### src/rtl/pgmap_pkg.sv
package pgmap_pkg;
  localparam int unsigned DW = 8;
  localparam int unsigned AW = 8;
  localparam int unsigned OFFW = AW - 1;

  // Last populated offset (relative to the upper half) of table idx (1-based)
  function automatic logic [OFFW-1:0] tbl_last_off(input int unsigned idx);
    case (idx)
      1:       tbl_last_off = 7'h2F;
      2, 3:    tbl_last_off = 7'h47;
      4, 5:    tbl_last_off = 7'h3F;
      default: tbl_last_off = 7'h00;
    endcase
  endfunction

  // Whether a page-select value names an existing table
  function automatic logic sel_valid(input logic [DW-1:0] sel, input int unsigned ntbl);
    sel_valid = (sel != '0) && (int'(sel) <= ntbl);
  endfunction
endpackage

### src/rtl/pgmap_lower.sv
module pgmap_lower import pgmap_pkg::*; #(
  parameter int unsigned USER_N = 32,
  parameter int unsigned CFG_N  = 32
) (
  input  logic            clk,
  input  logic            rst_n,
  input  logic [OFFW-1:0] addr,
  input  logic [DW-1:0]   wdata,
  input  logic            wr_en,
  output logic [DW-1:0]   rdata,
  output logic            hit,
  output logic [DW-1:0]   sel_q
);
  localparam int unsigned STORE_N = USER_N + CFG_N;
  localparam logic [OFFW-1:0] SEL_ADDR = {OFFW{1'b1}};

  logic [DW-1:0] mem [STORE_N];
  logic          in_store;
  logic          at_sel;

  assign in_store = int'(addr) < STORE_N;
  assign at_sel   = (addr == SEL_ADDR);
  assign hit      = in_store || at_sel;

  always_ff @(posedge clk) begin
    if (!rst_n) begin
      for (int i = 0; i < int'(STORE_N); i++) mem[i] <= '0;
      sel_q <= '0;
    end else if (wr_en) begin
      if (in_store) mem[addr] <= wdata;
      if (at_sel)   sel_q     <= wdata;
    end
  end

  always_comb begin
    rdata = '0;
    if (in_store)    rdata = mem[addr];
    else if (at_sel) rdata = sel_q;
  end

  // page select moves only on a write to its address
  p_sel_hold_r2: assert property (@(posedge clk) disable iff (!rst_n)
    !(wr_en && at_sel) |=> $stable(sel_q));
endmodule

### src/rtl/pgmap_upper_dec.sv
module pgmap_upper_dec import pgmap_pkg::*; #(
  parameter int unsigned NTBL = 5
) (
  input  logic            clk,
  input  logic            rst_n,
  input  logic            upper,
  input  logic            access,
  input  logic            wr,
  input  logic [OFFW-1:0] off,
  input  logic [DW-1:0]   sel,
  output logic [NTBL-1:0] cs,
  output logic            tbl_wr,
  output logic            hit
);
  logic [NTBL-1:0] in_ext;

  for (genvar g = 0; g < int'(NTBL); g++) begin : g_tbl
    assign in_ext[g] = upper && (sel == DW'(g + 1)) && (off <= tbl_last_off(g + 1));
    assign cs[g]     = access && in_ext[g];
  end

  assign hit    = |in_ext;
  assign tbl_wr = wr && hit;

  p_cs_onehot_r3: assert property (@(posedge clk) disable iff (!rst_n)
    $onehot0(cs));
  p_cs_lower_r1: assert property (@(posedge clk) disable iff (!rst_n)
    !upper |-> (cs == '0));
  p_bad_sel_r5: assert property (@(posedge clk) disable iff (!rst_n)
    !sel_valid(sel, NTBL) |-> (cs == '0));
  p_wr_needs_cs_r6: assert property (@(posedge clk) disable iff (!rst_n)
    tbl_wr |-> (cs != '0));
endmodule

### src/rtl/pgmap_rdport.sv
module pgmap_rdport import pgmap_pkg::*; #(
  parameter int unsigned NTBL = 5
) (
  input  logic             clk,
  input  logic             rst_n,
  input  logic             rd,
  input  logic             access,
  input  logic             upper,
  input  logic             hit,
  input  logic [DW-1:0]    sel,
  input  logic [DW-1:0]    lower_rdata,
  input  logic [NTBL*DW-1:0] tbl_rdata,
  output logic [DW-1:0]    rd_data,
  output logic             miss
);
  logic [DW-1:0] tbl_pick;
  logic [DW-1:0] rd_next;

  always_comb begin
    tbl_pick = '0;
    for (int t = 0; t < int'(NTBL); t++)
      if (sel == DW'(t + 1)) tbl_pick = tbl_rdata[t*DW +: DW];
  end

  always_comb begin
    if (!hit)       rd_next = '0;
    else if (upper) rd_next = tbl_pick;
    else            rd_next = lower_rdata;
  end

  always_ff @(posedge clk) begin
    if (!rst_n) begin
      rd_data <= '0;
      miss    <= 1'b0;
    end else begin
      if (rd) rd_data <= rd_next;
      miss <= access && !hit;
    end
  end

  p_rd_hold_r7: assert property (@(posedge clk) disable iff (!rst_n)
    !rd |=> $stable(rd_data));
  p_miss_after_access_r8: assert property (@(posedge clk) disable iff (!rst_n)
    !access |=> !miss);
  p_miss_reads_zero_r6: assert property (@(posedge clk) disable iff (!rst_n)
    (rd && !hit) |=> (rd_data == '0));
endmodule

### src/rtl/pgmap_decoder.sv
module pgmap_decoder import pgmap_pkg::*; #(
  parameter int unsigned NTBL   = 5,
  parameter int unsigned USER_N = 32,
  parameter int unsigned CFG_N  = 32
) (
  input  logic               clk,
  input  logic               rst_n,
  input  logic [AW-1:0]      bus_addr,
  input  logic [DW-1:0]      bus_wdata,
  input  logic               bus_wr,
  input  logic               bus_rd,
  input  logic [NTBL*DW-1:0] tbl_rdata,
  output logic [NTBL-1:0]    tbl_cs,
  output logic [OFFW-1:0]    tbl_offset,
  output logic               tbl_wr,
  output logic [DW-1:0]      rd_data,
  output logic               miss
);
  logic          upper;
  logic          access;
  logic          lo_hit;
  logic          up_hit;
  logic          any_hit;
  logic [DW-1:0] lo_rdata;
  logic [DW-1:0] sel_q;

  assign upper      = bus_addr[AW-1];
  assign access     = bus_rd || bus_wr;
  assign tbl_offset = bus_addr[OFFW-1:0];
  assign any_hit    = upper ? up_hit : lo_hit;

  pgmap_lower #(.USER_N(USER_N), .CFG_N(CFG_N)) u_lower (
    .clk   (clk),
    .rst_n (rst_n),
    .addr  (bus_addr[OFFW-1:0]),
    .wdata (bus_wdata),
    .wr_en (bus_wr && !upper),
    .rdata (lo_rdata),
    .hit   (lo_hit),
    .sel_q (sel_q)
  );

  pgmap_upper_dec #(.NTBL(NTBL)) u_dec (
    .clk    (clk),
    .rst_n  (rst_n),
    .upper  (upper),
    .access (access),
    .wr     (bus_wr),
    .off    (bus_addr[OFFW-1:0]),
    .sel    (sel_q),
    .cs     (tbl_cs),
    .tbl_wr (tbl_wr),
    .hit    (up_hit)
  );

  pgmap_rdport #(.NTBL(NTBL)) u_rd (
    .clk         (clk),
    .rst_n       (rst_n),
    .rd          (bus_rd),
    .access      (access),
    .upper       (upper),
    .hit         (any_hit),
    .sel         (sel_q),
    .lower_rdata (lo_rdata),
    .tbl_rdata   (tbl_rdata),
    .rd_data     (rd_data),
    .miss        (miss)
  );
endmodule

### config.mk
export PLATFORM = sky130hd
export DESIGN_NAME = pgmap_decoder
export DESIGN_NICKNAME = d
export VERILOG_FILES = /design/src/rtl/pgmap_pkg.sv /design/src/rtl/pgmap_lower.sv /design/src/rtl/pgmap_upper_dec.sv /design/src/rtl/pgmap_rdport.sv /design/src/rtl/pgmap_decoder.sv
export SDC_FILE = /design/constraint.sdc
export NUM_CORES = 1
export LEC_CHECK = 0
export ABC_AREA = 1
export BUFFER_PORTS_ARGS = -buffer_cell sky130_fd_sc_hd__buf_2
export CORE_ASPECT_RATIO = 1.5
export CORE_MARGIN = 8
export CORE_UTILIZATION = 35
export DETAILED_ROUTE_END_ITERATION = 6
export GPL_TIMING_DRIVEN = 0
export PLACE_DENSITY = 0.5
export RECOVER_POWER = 50
export SETUP_SLACK_MARGIN = 0.15
export SLEW_MARGIN = 20
export SYNTH_ARGS = -nofsm -noshare
export SYNTH_HDL_FRONTEND = slang
export SYNTH_SLANG_ARGS = --single-unit
### constraint.sdc
create_clock -name clk -period 2.5 [get_ports clk]
set_clock_uncertainty 0.05 [all_clocks]
set_input_delay 0.125 -clock clk [delete_from_list [all_inputs] [get_ports clk]]
set_output_delay 0.125 -clock clk [all_outputs]
set_load 0.1 [all_outputs]
* Yosys cells after proc, flatten, opt, wreduce, memory -nomap -nowiden
Memories as Yosys holds them, arrays and structs flattened.
Index checks and enable logic that the tools add are counted.
** Cells by class
- Eq/ne operators :: 6
- Reductions and logical operators :: 25
- Multiplexer cells :: 18
- Order comparisons :: 4
** Operators with widths (number)
- 8-bit two-way mux :: 10
- 1-bit logical AND :: 18
- 8-bit by 2-bit == test with 1-bit output (second input constant) :: 2
- 8-bit by 3-bit == test with 1-bit output (second input constant) :: 2
- 7-bit by 6-bit less-or-equal comparator with 1-bit output (second input constant) :: 2
- 8-bit by 1-bit == test with 1-bit output (second input constant) :: 1
- 8-bit OR reduction :: 1
- 7-bit == test (second input constant) :: 1
- 7-bit less-or-equal comparator (second input constant) :: 1
- 7-bit < comparator (second input constant) :: 1
- 1-bit two-way mux :: 7
- 6-bit two-way mux :: 1
- 5-bit OR reduction :: 1
- 1-bit logical NOT :: 2
- 1-bit logical OR :: 2
- 2-bit AND reduction :: 1
** Storage, ports and cells
- Register bits after elaboration :: 17
- Word-level logic and storage cells :: 57
- Memories kept :: 1
- RAM bits :: 512
- Bits of input ports :: 60
** Memory list
- u_lower.mem :: words 64, width 8, rd ports 1, clocked after memory_dff 0, wr ports 64, RTL line pgmap_lower.sv:17 : logic [DW-1:0] mem [STORE_N];

* Logic depth before layout (Yosys ltp)
Gate-level depths: netlist of the first run.
- Depth in word-level cells :: 8
- Gate-level depth with buffers :: 16
- Gate-level depth less buffers :: 15

* Cells and area by module
From an unflattened synthesis of the first run, not the netlist that was laid out.
** Second synthesis, totals
- Cell total of the unflattened synthesis :: 3086
- Area, all modules :: 25914.9 µm²
** Modules (own cells, without submodules)
- pgmap_lower :: cells each 2869, times used 1, sequential area each 15534.9 µm², area an instance 24663.7 µm²
- pgmap_rdport :: cells each 159, times used 1, sequential area each 180.2 µm², area an instance 978.4 µm²
- pgmap_upper_dec :: cells each 44, times used 1, sequential area each 0.0 µm², area an instance 191.4 µm²
- pgmap_decoder :: cells each 14, times used 1, sequential area each 0.0 µm², area an instance 81.3 µm²

* Worst setup path after synthesis of the first run
Ideal clock, no wire load.
- Kind :: register to output
- Start point :: reg u_lower.sel_q[2]
- End point :: out tbl_wr
- Cell stages (with the launch flop) :: 5
- Setup slack :: -374 ps
- Required time :: 2325 ps
- Data arrival time :: 2699 ps
- Path through :: dfxtp_1 -> nand2_1 -> nor2_1 -> nand3_1 -> a31oi_1
** Between the ends
- Longest elaborated chain between the ends :: 5
- Elaborated cells on any way between the ends :: 17
- Those cells by class :: eq/ne: 5; reduce/logical: 12
** RTL lines
- start: declaration :: RTL line pgmap_lower.sv:12 : output logic [DW-1:0] sel_q
- start signal: assignment :: RTL line pgmap_lower.sv:31 : if (at_sel) sel_q <= wdata;
- 8-bit by 1-bit == test with 1-bit output, or another cell as far along :: RTL line pgmap_upper_dec.sv:18 : assign in_ext[g] = upper && (sel == DW'(g + 1)) && (off <= tbl_last_off(g + 1));
- 1-bit logical AND (2 in a row) :: RTL line pgmap_upper_dec.sv:18
- 5-bit OR reduction (*) :: RTL line pgmap_upper_dec.sv:22 : assign hit = |in_ext;
- 1-bit logical AND (*) :: RTL line pgmap_upper_dec.sv:23 : assign tbl_wr = wr && hit;
- end: declaration :: RTL line pgmap_decoder.sv:15 : output logic tbl_wr,
Every way passes the cells marked *; elsewhere a longest branch is shown, timed or not.

==> qor.yml, run 1 <==
viasPerCell: 5.567
post-place-cells: 3323
num_rows: 116
peakVddDrop_mv: 0.4834
setup_viol: 0
dp_hpwl_um: 70200
cp_slowest_stage_delay_ns: 0.46
worst_ep_arrival_time_ns: 2.64
cts_root_buf: "clkbuf_16"
clock_power_share_pct: 38.6
p_sw_share_pct: 25.80
p_sw_w: 0.005059
wire_per_inst_um: 29.52
core_um2: 66760
critPathCaptureType: "flop"
reg2reg_depth: 10
postSynth.asyncResetShare_pct: 0
synth_top_area_share_pct: 65.00
drtIter0Drc: 2177
final_nets: 2591
path_class: "in2reg"
layout-drive-gt1-share_pct: 11.71
hold_ws_ns: 0.02638
first_global_vias: 19260
synthDistinctLibCells: 36
ioPinCount: 82
ctsLongestPathBuffers: 3
antenna_left: 0
nFillCells: 6734
finalCritPeriodShare_pct: 97.13
dieArea_um2: 76330
yosysTopAreaCell: "edfxtp_1"
drc: 0
p_seq_share_pct: 52.4
holdPathStages: 5
post-route-util_pct: 40.83
crit_buf_inv: 3
min_to: "u_rd.miss"
synth_cells: 2360
track_usage_pct: 25.92
rsz0062_at_grt: "yes"
gp_congestion: 0.9899
grt_max_degree: 17
cts_made_buffers: 49
area_growth_syn_to_layout_pct: 15.24
yosys_register_bits: 529
crit_fanout: 10
syn-mean-instance-area_um2: 10.02
seq_area_frac_synth_pct: 66.44
p_comb_share_pct: 9.1
cellPowerDensity_nw_per_um2: 719.4
fmax_mhz: 411.8
crit_required_ns: 2.71
worstMarginPinSlew_ns: 1.332
max_cap_viol_count: 0
synth.area.top_cells: "edfxtp_1, nor2_1, nand2_1"
r2r_slack_ns: 0.27
grt_pass1_wl_um: 141100
power.internal_w: 0.01455
layout_commonest_cell: "nor2_1"
layout_common_cells: "nor2_1, edfxtp_1, nand2_1"
drv_slew: 0
yosys_warnings: 0
clk_pin_slew_worst_paths_ns: 0.06
ys.flop_type: "edfxtp_1"
tns_ns: 0
hold_class: "in2reg"
finalHoldViolCount: 0
overflow: 0
htreeDepth: 2
cp-start-kind: "input pin"
drtPass1Iterations: 6
port_buffers: 78
die_y_um: 334.4
synth_edf_count: 512
status: "finished, final reports clean"
die_w_um: 228.3
r2r_start: "u_lower.sel_q[0]"
tritoncts: "yes"
cp_cell_sequence: "buf_6 -> inv_1 -> nor2_8 -> nand2_4 -> buf_2 -> nor2_4 -> nand2_1 -> nand2_2"
syn_area_um2: 23650
cts.sinks: 529
r2r_end: "u_rd.rd_data[7]"
hold_path_startpoint: "bus_addr[6]"
insertion_delay_ns: 0.61
via_count: 19250
syn_nets: 2420
antenna_found_initial: 2
start_util_pct: 35.43
fin_crit_ns: 2.428
crit_slowest_cell: "nor2_4"
relSlewSlack_pct: 11.18
routed_wl_um: 102000
fin_cells: 3457
p_leak_nw: 10.40
path_delay_family: "simple AND/OR/NAND/NOR gates"
-- stage by stage --
step	worst slack (ns)	cell area (µm²)	power, W
6_report	0.07175	27260	0.01961
5_1_grt	0.08456	27250	0.02000
4_1_cts	0.1292	27180	0.01960
3_5_place_dp	-1.063	25170	0.01215
3_3_place_gp	-1.347	25170	0.01213
2_1_floorplan	0.1665	23670	0.01129
-- layer usage --
layer  global-route usage [%]  part of all wire (%)
met5                        0                 0.059
met4                    22.00                    10
met3                    4.700                   8.1
met2                    42.52                    46
met1                    29.19                    35
-- worst max path at each step --
stage                               endpoint  cells after the start        startpoint  slack [ns]
after global placement    u_lower.mem[63][1]                      8       bus_addr[1]       -1.35
after detailed placement   u_lower.mem[8][0]                      8       bus_addr[1]       -1.06
final                     u_lower.mem[28][2]                      8       bus_addr[2]        0.07
after CTS                 u_lower.mem[28][2]                      8       bus_addr[2]        0.13
after floorplan                    tbl_cs[2]                      5  u_lower.sel_q[2]        0.17
after global routing      u_lower.mem[28][4]                      8       bus_addr[2]        0.08
-- cell usage after synthesis (5+ instances only) --
master and n:
nand4_1 15, buf_1 5, dfxtp_1 17, edfxtp_1 512, nand2_1 383, o22ai_1 148
o21ai_1 38, inv_1 94, nor2_1 806, or2_0 5, nand2_2 14, buf_6 8
buf_2 35, nand3_1 57, nor2_2 8, nor3_1 7, o21ai_0 39, a21oi_1 42
buf_4 21, clkbuf_1 68, inv_2 12
-- layout make-up --
class | instances | area (µm²) | share of cell area (%)
flip-flops and latches | 529 | 15720 | 57.66
multi-input cells | 1583 | 6915 | 25.37
clock buffers | 61 | 1314 | 4.820
well taps | 885 | 1107 | 4.062
repair buffers | 120 | 832.0 | 3.052
plain buffers | 137 | 703.2 | 2.580
inverters | 111 | 429.2 | 1.574
clock inverters | 29 | 236.5 | 0.8675
diodes | 2 | 5.005 | 0.01836
-- power groups by stage --
| stage | sequential [W] | combinational, W | clock (W) |
|---|---|---|---|
| 2_1_floorplan | 0.0104 | 0.000872 | 0 |
| 3_3_place_gp | 0.0104 | 0.00169 | 0 |
| 3_5_place_dp | 0.0105 | 0.00169 | 0 |
| 4_1_cts | 0.0103 | 0.00174 | 0.00759 |
| 5_1_grt | 0.0103 | 0.00184 | 0.00786 |
| 6_report | 0.0103 | 0.00178 | 0.00756 |
-- worst reg2reg max path, stage by stage (launching register included) --
cell and delay [ns]:
dfxtp_1 0.41, nand2_1 0.17, nor4_4 0.28, buf_4 0.22, nand3_1 0.08, nand4_1 0.08
nor2_1 0.04, dlygate4sd3_1 0.55, nor2_1 0.11, nand2_1 0.06, a21oi_1 0.11
-- repair_timing --
item                                   4_1_cts  5_1_grt
hold buffers                                19        0
gates resized for setup                     32       28
buffers inserted                            17        6
endpoints found under the hold margin       49        0
setup endpoints to repair                  472      194
pin swaps                                    9        7
-- cell families after synthesis --
group	after synthesis	synth area share, %
simple gates	1312	22.27
flops	529	66.44
compound gates	271	6.559
buf+inv	248	4.729
-- registers in the layout (all words and copies together), names as in the netlist --
| name | cells |
|---|---|
| u_lower.mem | 512 |
| u_rd.miss | 1 |
| u_lower.sel_q | 8 |
| u_rd.rd_data | 8 |
Note: power is estimated with default switching activity, not from simulation.
==> inputs of run 2 (changes only) <==
--- a/config.mk
+++ b/config.mk
@@ -9,10 +9,10 @@
 export BUFFER_PORTS_ARGS = -buffer_cell sky130_fd_sc_hd__buf_2
 export CORE_ASPECT_RATIO = 1.5
 export CORE_MARGIN = 8
-export CORE_UTILIZATION = 35
+export CORE_UTILIZATION = 30
 export DETAILED_ROUTE_END_ITERATION = 6
 export GPL_TIMING_DRIVEN = 0
-export PLACE_DENSITY = 0.5
+export PLACE_DENSITY = 0.46
 export RECOVER_POWER = 50
 export SETUP_SLACK_MARGIN = 0.15
 export SLEW_MARGIN = 20
==> constraint.sdc (replaced) <==
create_clock -name clk -period 2.2 [get_ports clk]
set_clock_uncertainty 0.05 [all_clocks]
set_input_delay 0.11 -clock clk [delete_from_list [all_inputs] [get_ports clk]]
set_output_delay 0.11 -clock clk [all_outputs]
set_load 0.1 [all_outputs]
==> run 2 against run 1 <==
Compared with the run above:
- the flow now finishes with violations (setup timing)
- combinational power increased by 19%
- largest power group unchanged
- worst setup slack worse by 0.22 ns
- cell area increased by 2.8%
- wire length grew 4.8%
- total power rose by 14%
- highest routed layer is now met4
- final cell count up 4.7%
- critical path depth up 1
==> qor.yml, run 2 (synthesized netlist as in run 1, its figures left out) <==
cts_made_buffers: 50
regMostFlops: "u_lower.mem"
dieArea_um2: 88270
grt_pass1_wl_um: 145600
power.internal_w: 0.01661
wire_per_inst_um: 29.54
p_sw_w: 0.005791
p_comb_share_pct: 9.4
overflow: 0
worst_ep_arrival_time_ns: 2.58
cp-start-kind: "input pin"
relSlewSlack_pct: 14.13
core_um2: 78350
ioPinCount: 82
die_y_um: 359.9
antenna-diode-count: 0
htreeDepth: 2
hold_class: "in2reg"
reg_top3: "u_lower.mem: 512 flops, u_lower.sel_q: 8 flops, u_rd.rd_data: 8 flops"
p_seq_share_pct: 52.1
routed_wl_um: 106900
fin_cells: 3618
insertion_delay_ns: 0.60
drtIter0Drc: 2148
rsz0062_at_grt: "yes"
grt_max_degree: 16
post-place-cells: 3462
port_buffers: 78
track_usage_pct: 23.38
drtPass1Iterations: 6
num_rows: 126
first_global_vias: 18990
p_sw_share_pct: 25.86
largest_register_ffs: 512
setup_viol: 169
cts.sinks: 529
finalCritPeriodShare_pct: 106.8
dp_hpwl_um: 74810
cts_root_buf: "clkbuf_16"
start_util_pct: 30.19
peakVddDrop_mv: 0.6570
drv_slew: 0
max_cap_viol_count: 0
ctsLongestPathBuffers: 3
area_growth_syn_to_layout_pct: 18.41
r2r_slack_ns: 0.23
finalHoldViolCount: 0
fin_crit_ns: 2.349
place_area_um2: 25350
dp_slack_ns: -1.541
fmax_mhz: 425.8
crit_required_ns: 2.43
layout_commonest_cell: "nor2_1"
antenna_left: 0
die_w_um: 245.3
post-route-util_pct: 35.75
antenna_found_initial: 0
design_area_um2: 28010
tns_ns: -10.48
status: "finished, violations left"
setup_ws_ns: -0.1486
layout-drive-gt1-share_pct: 14.07
final_nets: 2614
tritoncts: "yes"
clk_pin_slew_worst_paths_ns: 0.07
path_class: "in2reg"
layout_common_cells: "nor2_1, edfxtp_1, nand2_1"
crit_fanout: 10
cellPowerDensity_nw_per_um2: 799.6
gp_congestion: 0.9583
clock_power_share_pct: 38.5
critPathCaptureType: "flop"
via_count: 19230
p_leak_nw: 10.61
failed_checks: "setup timing"
viasPerCell: 5.315
worstMarginPinSlew_ns: 1.288
drc: 0
run 2: cell count changes in the layout (fill, tap and decap cells not counted), moves of 10 or more:
cell / before / now
clkbuf_2: 4 / 17
buf_2: 92 / 67
dlygate4sd3_1: 19 / 30
nand2_1: 367 / 328
nand2_4: 3 / 18
clkbuf_1: 95 / 85
nand2_2: 30 / 54
clkbuf_4: 2 / 12
run 2: layout make-up:
class | instances | area [µm²]
Fill cell | 7894 | 50340
Sequential cell | 529 | 15720
Multi-Input combinational cell | 1583 | 7139
Clock buffer | 64 | 1335
Tap cell | 1024 | 1281
Timing Repair Buffer | 142 | 1077
Buffer | 137 | 815.8
Inverter | 111 | 429.2
Clock inverter | 28 | 211.5
run 2: metrics by stage:
step,power (W),hold WS [ns]
6_report,0.02240,0.01574
5_1_grt,0.02289,0.06304
4_1_cts,0.02243,0.0004537
3_5_place_dp,0.01384,0.3828
3_3_place_gp,0.01382,0.3727
2_1_floorplan,0.01283,0.2520
run 2: worst max-delay path: stages:
cell      delay, ns
buf_6          0.16
nor2_8         0.31
nand2_2        0.11
buf_4          0.26
buf_6          0.23
nor2_4         0.14
clkbuf_1       0.44
nand2_1        0.43
nand2_2        0.36
run 2: path summary, 6_finish.rpt:
path                                         from  cells after the start                 end
worst max-delay path                  bus_addr[1]                      9  u_lower.mem[40][7]
worst min-delay path                tbl_rdata[14]                      7     u_rd.rd_data[6]
worst max register to register  u_lower.mem[2][6]                     14     u_rd.rd_data[6]
worst min register to register    u_rd.rd_data[6]                      2     u_rd.rd_data[6]
run 2: what timing repair did:
| action | 4_1_cts | 5_1_grt |
|---|---|---|
| pin swaps | 15 | 8 |
| endpoints found under the setup margin | 838 | 161 |
| endpoints found under the hold margin | 45 | 0 |
| setup buffers | 29 | 5 |
| gates resized for setup | 128 | 63 |
| hold buffers | 30 | 0 |
run 2: routing by layer:
metal,GRT usage (%),part of all wire (%)
met5,0,0
met2,39.64,48
met4,17.68,9.3
met3,3.721,7.3
met1,26.09,35
run 2: power groups by stage:
stage | registers [W] | clock network [W] | logic, W
4_1_cts | 0.0117 | 0.00871 | 0.00206
3_5_place_dp | 0.0119 | 0 | 0.00197
2_1_floorplan | 0.0118 | 0 | 0.000991
3_3_place_gp | 0.0119 | 0 | 0.00196
6_report | 0.0117 | 0.00862 | 0.00211
5_1_grt | 0.0117 | 0.00901 | 0.00218
